[config.mk]
export PLATFORM = sky130hd
export DESIGN_NAME = fpm_seq_mul
export DESIGN_NICKNAME = d
export VERILOG_FILES = /design/src/rtl/fpm_pkg.sv /design/src/rtl/fpm_exp_add.sv /design/src/rtl/fpm_sig_mult.sv /design/src/rtl/fpm_normalize.sv /design/src/rtl/fpm_seq_mul.sv
export SDC_FILE = /design/constraint.sdc
export NUM_CORES = 1
export LEC_CHECK = 0
export ABC_AREA = 1
export BUFFER_PORTS_ARGS = -buffer_cell sky130_fd_sc_hd__buf_2
export CELL_PAD_IN_SITES_DETAIL_PLACEMENT = 1
export CELL_PAD_IN_SITES_GLOBAL_PLACEMENT = 1
export CORE_MARGIN = 1
export CORE_UTILIZATION = 43
export DETAILED_ROUTE_END_ITERATION = 10
export GPL_TIMING_DRIVEN = 0
export PLACE_DENSITY_LB_ADDON = 0.1
export SYNTH_ARGS = -nofsm -noshare
export SYNTH_HDL_FRONTEND = slang
export SYNTH_SLANG_ARGS = --single-unit
[constraint.sdc]
create_clock -name clk -period 2.8 [get_ports clk]
set_input_delay 0.56 -clock clk [delete_from_list [all_inputs] [get_ports clk]]
set_output_delay 0.56 -clock clk [all_outputs]
set_load 0.01 [all_outputs]
[src/rtl/fpm_pkg.sv]
package fpm_pkg;
  typedef enum logic [1:0] {
    ST_IDLE = 2'd0,
    ST_EXP  = 2'd1,
    ST_MUL  = 2'd2,
    ST_NORM = 2'd3
  } fpm_state_e;
endpackage

[src/rtl/fpm_exp_add.sv]
module fpm_exp_add #(
  parameter int EXP_W = 8,
  localparam int EXS_W = EXP_W + 2
) (
  input  logic [EXP_W-1:0]        exp_a,
  input  logic [EXP_W-1:0]        exp_b,
  output logic signed [EXS_W-1:0] exp_sum
);
  localparam logic signed [EXS_W-1:0] BIAS = EXS_W'((1 << (EXP_W - 1)) - 1);

  logic signed [EXS_W-1:0] ea_s, eb_s;

  always_comb begin
    ea_s    = $signed({2'b00, exp_a});
    eb_s    = $signed({2'b00, exp_b});
    exp_sum = ea_s + eb_s - BIAS;
  end
endmodule

[src/rtl/fpm_sig_mult.sv]
module fpm_sig_mult #(
  parameter int SIG_W = 24,
  localparam int CNT_W = $clog2(SIG_W + 1)
) (
  input  logic             clk,
  input  logic             rst_n,
  input  logic             load,
  input  logic [SIG_W-1:0] mcand_in,
  input  logic [SIG_W-1:0] mplier_in,
  input  logic             step,
  output logic             last,
  output logic [SIG_W:0]   prod_top
);
  logic [2*SIG_W-1:0] acc;
  logic [SIG_W-1:0]   mcand;
  logic [CNT_W-1:0]   cnt;
  logic [SIG_W:0]     part;

  // conditional add of the multiplicand into the upper half
  always_comb begin
    part = {1'b0, acc[2*SIG_W-1:SIG_W]} + (acc[0] ? {1'b0, mcand} : '0);
    last = step && (cnt == CNT_W'(SIG_W - 1));
  end

  always_ff @(posedge clk or negedge rst_n) begin
    if (!rst_n) begin
      acc   <= '0;
      mcand <= '0;
      cnt   <= '0;
    end else if (load) begin
      acc   <= {{SIG_W{1'b0}}, mplier_in};
      mcand <= mcand_in;
      cnt   <= '0;
    end else if (step) begin
      acc <= {part, acc[SIG_W-1:1]};
      cnt <= last ? '0 : cnt + 1'b1;
    end
  end

  assign prod_top = acc[2*SIG_W-1:SIG_W-1];

  // two normalized significands give a product with one of its two top bits set
  p_prod_norm_r5: assert property (@(posedge clk) disable iff (!rst_n)
    last |=> (prod_top[SIG_W] || prod_top[SIG_W-1]));

  // the iteration counter never passes the step count
  p_cnt_range_r3: assert property (@(posedge clk) disable iff (!rst_n)
    cnt < CNT_W'(SIG_W));
endmodule

[src/rtl/fpm_normalize.sv]
module fpm_normalize #(
  parameter int EXP_W = 8,
  parameter int MAN_W = 23,
  localparam int SIG_W = MAN_W + 1,
  localparam int EXS_W = EXP_W + 2,
  localparam int W     = 1 + EXP_W + MAN_W
) (
  input  logic                    sign,
  input  logic signed [EXS_W-1:0] exp_sum,
  input  logic [SIG_W:0]          prod_top,
  output logic [W-1:0]            result
);
  localparam logic signed [EXS_W-1:0] EMAX = EXS_W'((1 << EXP_W) - 1);

  logic                    hi;
  logic [MAN_W-1:0]        mant;
  logic signed [EXS_W-1:0] exp_n;

  always_comb begin
    hi    = prod_top[SIG_W];
    mant  = hi ? prod_top[SIG_W-1 -: MAN_W] : prod_top[SIG_W-2 -: MAN_W];
    exp_n = exp_sum + $signed({{(EXS_W-1){1'b0}}, hi});
    if (exp_n >= EMAX)
      result = {sign, EXP_W'(EMAX - 1), {MAN_W{1'b1}}};
    else if (exp_n <= 0)
      result = {sign, {(W-1){1'b0}}};
    else
      result = {sign, exp_n[EXP_W-1:0], mant};
  end
endmodule

[src/rtl/fpm_seq_mul.sv]
module fpm_seq_mul
  import fpm_pkg::*;
#(
  parameter int EXP_W = 8,
  parameter int MAN_W = 23,
  localparam int SIG_W = MAN_W + 1,
  localparam int EXS_W = EXP_W + 2,
  localparam int W     = 1 + EXP_W + MAN_W
) (
  input  logic         clk,
  input  logic         rst_n,
  input  logic         in_valid,
  output logic         in_ready,
  input  logic [W-1:0] in_a,
  input  logic [W-1:0] in_b,
  output logic         out_valid,
  output logic [W-1:0] out_result
);
  fpm_state_e              state;
  logic                    sign_q;
  logic [EXP_W-1:0]        ea_q, eb_q;
  logic signed [EXS_W-1:0] exp_sum, exp_q;
  logic                    accept, opnd_zero, mul_last, sign_in;
  logic [SIG_W:0]          prod_top;
  logic [W-1:0]            norm_res;

  always_comb begin
    in_ready  = (state == ST_IDLE);
    accept    = in_valid && in_ready;
    opnd_zero = (in_a[W-2 -: EXP_W] == '0) || (in_b[W-2 -: EXP_W] == '0);
    sign_in   = in_a[W-1] ^ in_b[W-1];
  end

  fpm_exp_add #(.EXP_W(EXP_W)) i_exp (
    .exp_a(ea_q), .exp_b(eb_q), .exp_sum(exp_sum)
  );

  fpm_sig_mult #(.SIG_W(SIG_W)) i_sig (
    .clk(clk), .rst_n(rst_n),
    .load(accept && !opnd_zero),
    .mcand_in({1'b1, in_a[MAN_W-1:0]}),
    .mplier_in({1'b1, in_b[MAN_W-1:0]}),
    .step(state == ST_MUL),
    .last(mul_last),
    .prod_top(prod_top)
  );

  fpm_normalize #(.EXP_W(EXP_W), .MAN_W(MAN_W)) i_norm (
    .sign(sign_q), .exp_sum(exp_q), .prod_top(prod_top), .result(norm_res)
  );

  always_ff @(posedge clk or negedge rst_n) begin
    if (!rst_n) begin
      state      <= ST_IDLE;
      sign_q     <= 1'b0;
      ea_q       <= '0;
      eb_q       <= '0;
      exp_q      <= '0;
      out_valid  <= 1'b0;
      out_result <= '0;
    end else begin
      out_valid <= 1'b0;
      unique case (state)
        ST_IDLE: if (accept) begin
          sign_q <= sign_in;
          if (opnd_zero) begin
            out_result <= {sign_in, {(W-1){1'b0}}};
            out_valid  <= 1'b1;
          end else begin
            ea_q  <= in_a[W-2 -: EXP_W];
            eb_q  <= in_b[W-2 -: EXP_W];
            state <= ST_EXP;
          end
        end
        ST_EXP: begin
          exp_q <= exp_sum;
          state <= ST_MUL;
        end
        ST_MUL: if (mul_last) state <= ST_NORM;
        ST_NORM: begin
          out_result <= norm_res;
          out_valid  <= 1'b1;
          state      <= ST_IDLE;
        end
        default: state <= ST_IDLE;
      endcase
    end
  end

  // a pair that needs iteration makes the block busy on the next cycle
  p_busy_after_take_r2: assert property (@(posedge clk) disable iff (!rst_n)
    (accept && !opnd_zero) |=> !in_ready);

  // the normalize cycle delivers the result pulse
  p_norm_done_r3: assert property (@(posedge clk) disable iff (!rst_n)
    (state == ST_NORM) |=> (out_valid && in_ready));

  // a zero operand gives a signed zero on the very next cycle
  p_zero_fast_r6: assert property (@(posedge clk) disable iff (!rst_n)
    (accept && opnd_zero) |=> (out_valid && out_result[W-2:0] == '0));

  // a result never carries the all-ones exponent field
  p_no_maxexp_r7: assert property (@(posedge clk) disable iff (!rst_n)
    out_valid |-> (out_result[W-2 -: EXP_W] != '1));
endmodule

# ---- Word level (Yosys, flattened, before mapping)
# Cells that the tools add are included.
# Widths: inputs -> output; s select.
dict set report word_totals {
  ff_bits 139
  inputBits 67
  out_inout_bits 34
  elab_cells 60
}
dict set report op_classes {
  add_sub_neg 5
  magnitude_cmp 2
  eq_ne 8
  muxes 19
  n_bitwise 2
  reduce_logical 14
}
# op count
set ops {}
lappend ops {{$mux 48} 2}
lappend ops {{$mux 32} 2}
lappend ops {{$pmux 32 s2} 1}
lappend ops {{$mux 31} 2}
lappend ops {{$add 24x25->25} 1}
lappend ops {{$mux 24} 1}
lappend ops {{$mux 23} 1}
lappend ops {{$logic_not 8->1} 2}
lappend ops {{$mux 5} 3}
lappend ops {{$add 10x2->10} 1}
lappend ops {{$ge 10x9->1 const B} 1}
lappend ops {{$le 10x1->1 const B} 1}
lappend ops {{$sub 10x8->10 const B} 1}
lappend ops {{$add 8x8->9} 1}
lappend ops {{$reduce_and 3->1} 3}
lappend ops {{$pmux 2 s4} 1}
lappend ops {{$mux 2} 3}
lappend ops {{$add 5x1->5 const B} 1}
lappend ops {{$eq 5x5->1 const B} 1}
lappend ops {{$eq 2x2->1 const B} 2}
lappend ops {{$ne 2x1->1 const B} 2}
lappend ops {{$ne 2x2->1 const B} 2}
lappend ops {{$reduce_bool 2->1} 2}
lappend ops {{$logic_and 1x1->1} 3}
lappend ops {{9 further kinds} 10}

# ---- Longest topological paths before layout
dict set report depth {
  word_depth 5
  depth_mapped 16
  depth_no_buf 14
}

# ---- Hierarchy
# Synthesis repeated with hierarchy kept, for this count alone.
dict set report unflattened {
  hier_cells 1307
  area_unflattened_um2 9674.3
}
# module n_inst cells_per_inst area_each_um2 seq_area_each_um2
set by_module_without_submodules {}
lappend by_module_without_submodules {fpm_sig_mult 1 754 5177.5 1926.8}
lappend by_module_without_submodules {fpm_seq_mul 1 314 2971.6 1551.5}
lappend by_module_without_submodules {fpm_normalize 1 166 1053.5 0.0}
lappend by_module_without_submodules {fpm_exp_add 1 73 471.7 0.0}

# ---- Worst setup path after synthesis
# OpenSTA, ideal clock, no wires.
dict set report synth_path {
  path_type {flip-flop to flip-flop}
  start {reg i_sig.acc[0]}
  end {reg i_sig.acc[47]}
  setup_ps 128
  arrival_time_ps 2037
  t_required_ps 2672
  path_slack_ps 635
  path_stages_with_launch 15
  path_buffers 2
  synth_period_minus_slack_ps 2165
  path_cell_list {dfrtp_1 > clkbuf_1 > clkbuf_1 > nand2_1 > inv_1 > ha_1 > fa_1 > nand3_1 > nand2_1 > nand2_1 > nand2_1 > nand2_1 > nand2_1 > a21oi_1 > o21ai_0}
}
dict set report synth_between {
  elab_chain_len 4
}
# item line_no
set synth_rtl {}
lappend synth_rtl {{start: declaration} fpm_sig_mult.sv:14} ;# logic [2*SIG_W-1:0] acc;
lappend synth_rtl {{start signal: assignment} fpm_sig_mult.sv:31} ;# acc <= {{SIG_W{1'b0}}, mplier_in};
lappend synth_rtl {{start signal: assignment} fpm_sig_mult.sv:35} ;# acc <= {part, acc[SIG_W-1:1]};
lappend synth_rtl {{$mux 24} fpm_sig_mult.sv:21} ;# part = {1'b0, acc[2*SIG_W-1:SIG_W]} + (acc[0] ? {1'b0, mcand} : '0);
lappend synth_rtl {{$add 24x25->25} fpm_sig_mult.sv:21}
lappend synth_rtl {{$mux 48} fpm_sig_mult.sv:34} ;# end else if (step) begin
lappend synth_rtl {{$mux 48} fpm_sig_mult.sv:30} ;# end else if (load) begin
# Every way passes these cells. The select of a mux whose other input is x is not followed.
# A chain may end at the register's enable or synchronous reset.

# ---- Final worst setup path
# Same ends and word-level chain as after synthesis.

==> metrics <==
count of final setup violators=0; Critical Path Start=i_sig.acc[0]$_DFFE_PN0P_; highest-delay cell along the critical path=dfrtp_1; crit end category=flop; area of the multi-input gates=4170 µm²; DRT Pass-1 Iters=4; htree depth=4; syn_nets=around 1200; Util after Layout=52.0%; worst slew pin tran=0.591 ns; Worst slew margin=60.6%; number of fill cells=2447; EDFF count, synth=0; Crit path top cell by count=nand2_1; CTS Sinks=139; Die Wd=141 µm; Final Net Count=between 1000 and 1500; RR Startpoint=i_sig.acc[0]$_DFFE_PN0P_; port bufs=100; post-synthesis cell area=between 8000 and 9000 µm²; crit path max fanout=10; number of synthesized register bits=139; Root Driver=clkbuf_16; most frequent cells in the layout=327 x nand2_1, 139 x dfrtp_1, 137 x inv_1; status=completed; Worst setup SP type=flop; Synth Flop Type=dfrtp_1; Max Cap Violations=0; critical path class=flop to flop; Placed Area=9210 µm²; CTS tree=built; wire length per cell=around 17 µm; final hold vios=0; CP delay by family, top=adder cells; non-filler cells, final=between 1000 and 1500; routability congestion estimate=0.888; mux cell area share after synthesis=4.44%; largest family of logic cells by synthesized area=simple AND/OR/NAND/NOR gates; Fmax=0.390 GHz; data arrival time of the worst path=2.86 ns; DP Cell Count=1462; global-route wire length before repair=41400 µm; Buf/Inv on CP=2; Adder-Cell Fraction of Synth Area=6.47%; Layout area overhead=17.7%; Synth top area share=41.7%; Die ar.=approximately 20000 µm²; vias in the first global route=8095; initial antenna violation count=0; Worst Skew=0.0101 ns; Worst-Skew Late Latency=0.43 ns; Synth area leader=dfrtp_1; CTS Hold Buffers Added=0; Hold Crit Class=input port to async pin; Register Area=3480 µm²; Rows=50; Post-Synth XOR/XNOR Area=less than 1%; drt drc=0; io pins=101; Syn. warnings=0; maximum buffer depth of the clock tree=2; fin. max-slew vios=0; Synth cell types=40; Finished Cell Area=~10000 µm²; routed vias=7739; post-route ant nets=0; share of cells above drive strength 1=15.7%; Gate Count Post-Synth=1101; final period utilization=91.5%; number of setup buffers added after CTS=0; TritonCTS Buffers=17; delay of the slowest critical-path stage=around 0.47 ns; Total Power=11.0 mW; Synth Area in Compound Gates=10.1%; GRT Overall Usage=between 20% and 30%; post-synthesis simple-gate area fraction=roughly 28%; ys async rst share=100%; Mapped Avg Cell Area=7.58 µm²; sequential area share after synthesis=41.7%; antenna cells=0; commonest non-fill, non-tap cell in the layout=nand2_1; unrepaired setup endpoints after global routing=no; largest net degree at the start of global routing=90; HPWL Detailed=19100 µm; grt ovf=0; Leak=~5.2 nW; top cells by area, synth=dfrtp_1 42%, nand2_1 15%, nand3_1 7.2%, inv_1 6.2%, ha_1 6.0%; First DRT Iteration DRCs=between 300 and 400; Crit path required time=between 3 and 4 ns; Initial Util=roughly 44%; Cell Chain, Critical Path=buf_2, nand2_1, inv_1, ha_1, fa_1, nand3_1, nand2_1, nand2_1, nand2_1, nand2_1, nand2_1, a21oi_1, o21ai_0; core area=about 19000 µm²; maximum VDD drop=0.487 mV; Cell Pwr Density=1120 nW/µm²; Via-to-Cell Ratio=5.19; Period minus WS final=2.56 ns; CTS clk-pin slew, worst paths=0.07 ns; Total Wirelength=24800 µm; Die Span Y=between 100 and 150 µm
-- per-stage QoR --
| stage | hold slack [ns] | TNS, ns | setup slack [ns] |
|---|---|---|---|
| 3_3_place_gp | 0.461 | -122.15 | -0.891 |
| 3_5_place_dp | 0.460 | -0.397 | -0.152 |
| 2_1_floorplan | 0.264 | 0 | 0.635 |
| 6_report | 0.0804 | 0 | 0.237 |
| 5_1_grt | 0.124 | 0 | 0.000330 |
| 4_1_cts | 0.0980 | 0 | 0.0136 |
-- final cells by class --
type	count	area share, %
Multi-Input combinational cell	787	42.5
Buffer	34	1.78
Inverter	140	5.35
Tap cell	260	3.31
Clock buffer	17	4.33
Timing Repair Buffer	101	5.44
Clock inverter	14	1.91
Sequential cell	139	35.4
-- path summary, 6_finish.rpt --
| path | end | slack, ns | cells past startpoint |
|---|---|---|---|
| min in group clk | i_sig.mcand[1]$_DFFE_PN0P_ | 0.36 | 2 |
| hold reg to reg | i_sig.mcand[23]$_DFFE_PN0P_ | 0.48 | 2 |
| hold / removal | out_result[28]$_DFFE_PN0P_ | 0.08 | 1 |
| max in group asynchronous | i_sig.acc[13]$_DFFE_PN0P_ | 1.88 | 2 |
| setup reg to reg | i_sig.acc[47]$_DFFE_PN0P_ | 0.24 | 13 |
| setup / recovery | i_sig.acc[47]$_DFFE_PN0P_ | 0.24 | 13 |
-- layer usage --
metal  part of all wire, %  wire [µm]  global-route usage [%]  vias to the layer above
li1                      -          -                       -                     3846
met2                    50      12400                    46.5                      125
met3                   3.5        867                    3.64                       24
met4                   1.2        301                    6.52                        0
met1                    45      11200                    34.7                     3744
met5                     0          0                       0                        -
-- registers in the layout, indices dropped and copies added, names as in the netlist --
register and flops:
eb_q 8, i_sig.acc 48, i_sig.cnt 5, ea_q 8, sign_q 1, out_valid 1, state 2, out_result 32
i_sig.mcand 24, exp_q 10
-- Yosys cell counts, drive strengths merged (2+ instances only) --
cell type,count
nor2,69
nor4,2
nor3,5
clkbuf,19
o211ai,10
o21ai,66
xor2,2
ha,40
o22ai,11
nand4,17
fa,2
a22o,2
nand3b,4
nand3,120
inv,139
and2,2
o221ai,6
o21bai,3
dfrtp,139
xnor2,6
nand2,330
a21oi,48
mux2,32
buf,16
or2,3
-- where the power goes --
group / switching, mW / internal, mW / leakage (nW) / total (mW)
Clock: 0.977 / 1.42 / 0.303 / 2.40
Combinational: 3.30 / 1.89 / 3.17 / 5.19
Sequential: 0.573 / 2.81 / 1.77 / 3.39
-- timing repair --
item,4_1_cts,5_1_grt
gates resized for setup,1,4
pin swaps,0,0
endpoints found under the setup margin,4,19
-- cell families (layout without fill, tap and decap cells) --
logic type | count (synthesis) | in the layout
multiplexers | 33 | 33
flip-flops | 139 | 139
XOR/XNOR | 8 | 8
buffers and inverters | 175 | 306
AND/OR/NAND/NOR | 553 | 553
AO/OA/AOI/OAI | 151 | 151
adder cells (fa/ha/maj) | 42 | 42
(Power assumes the default switching activity.)
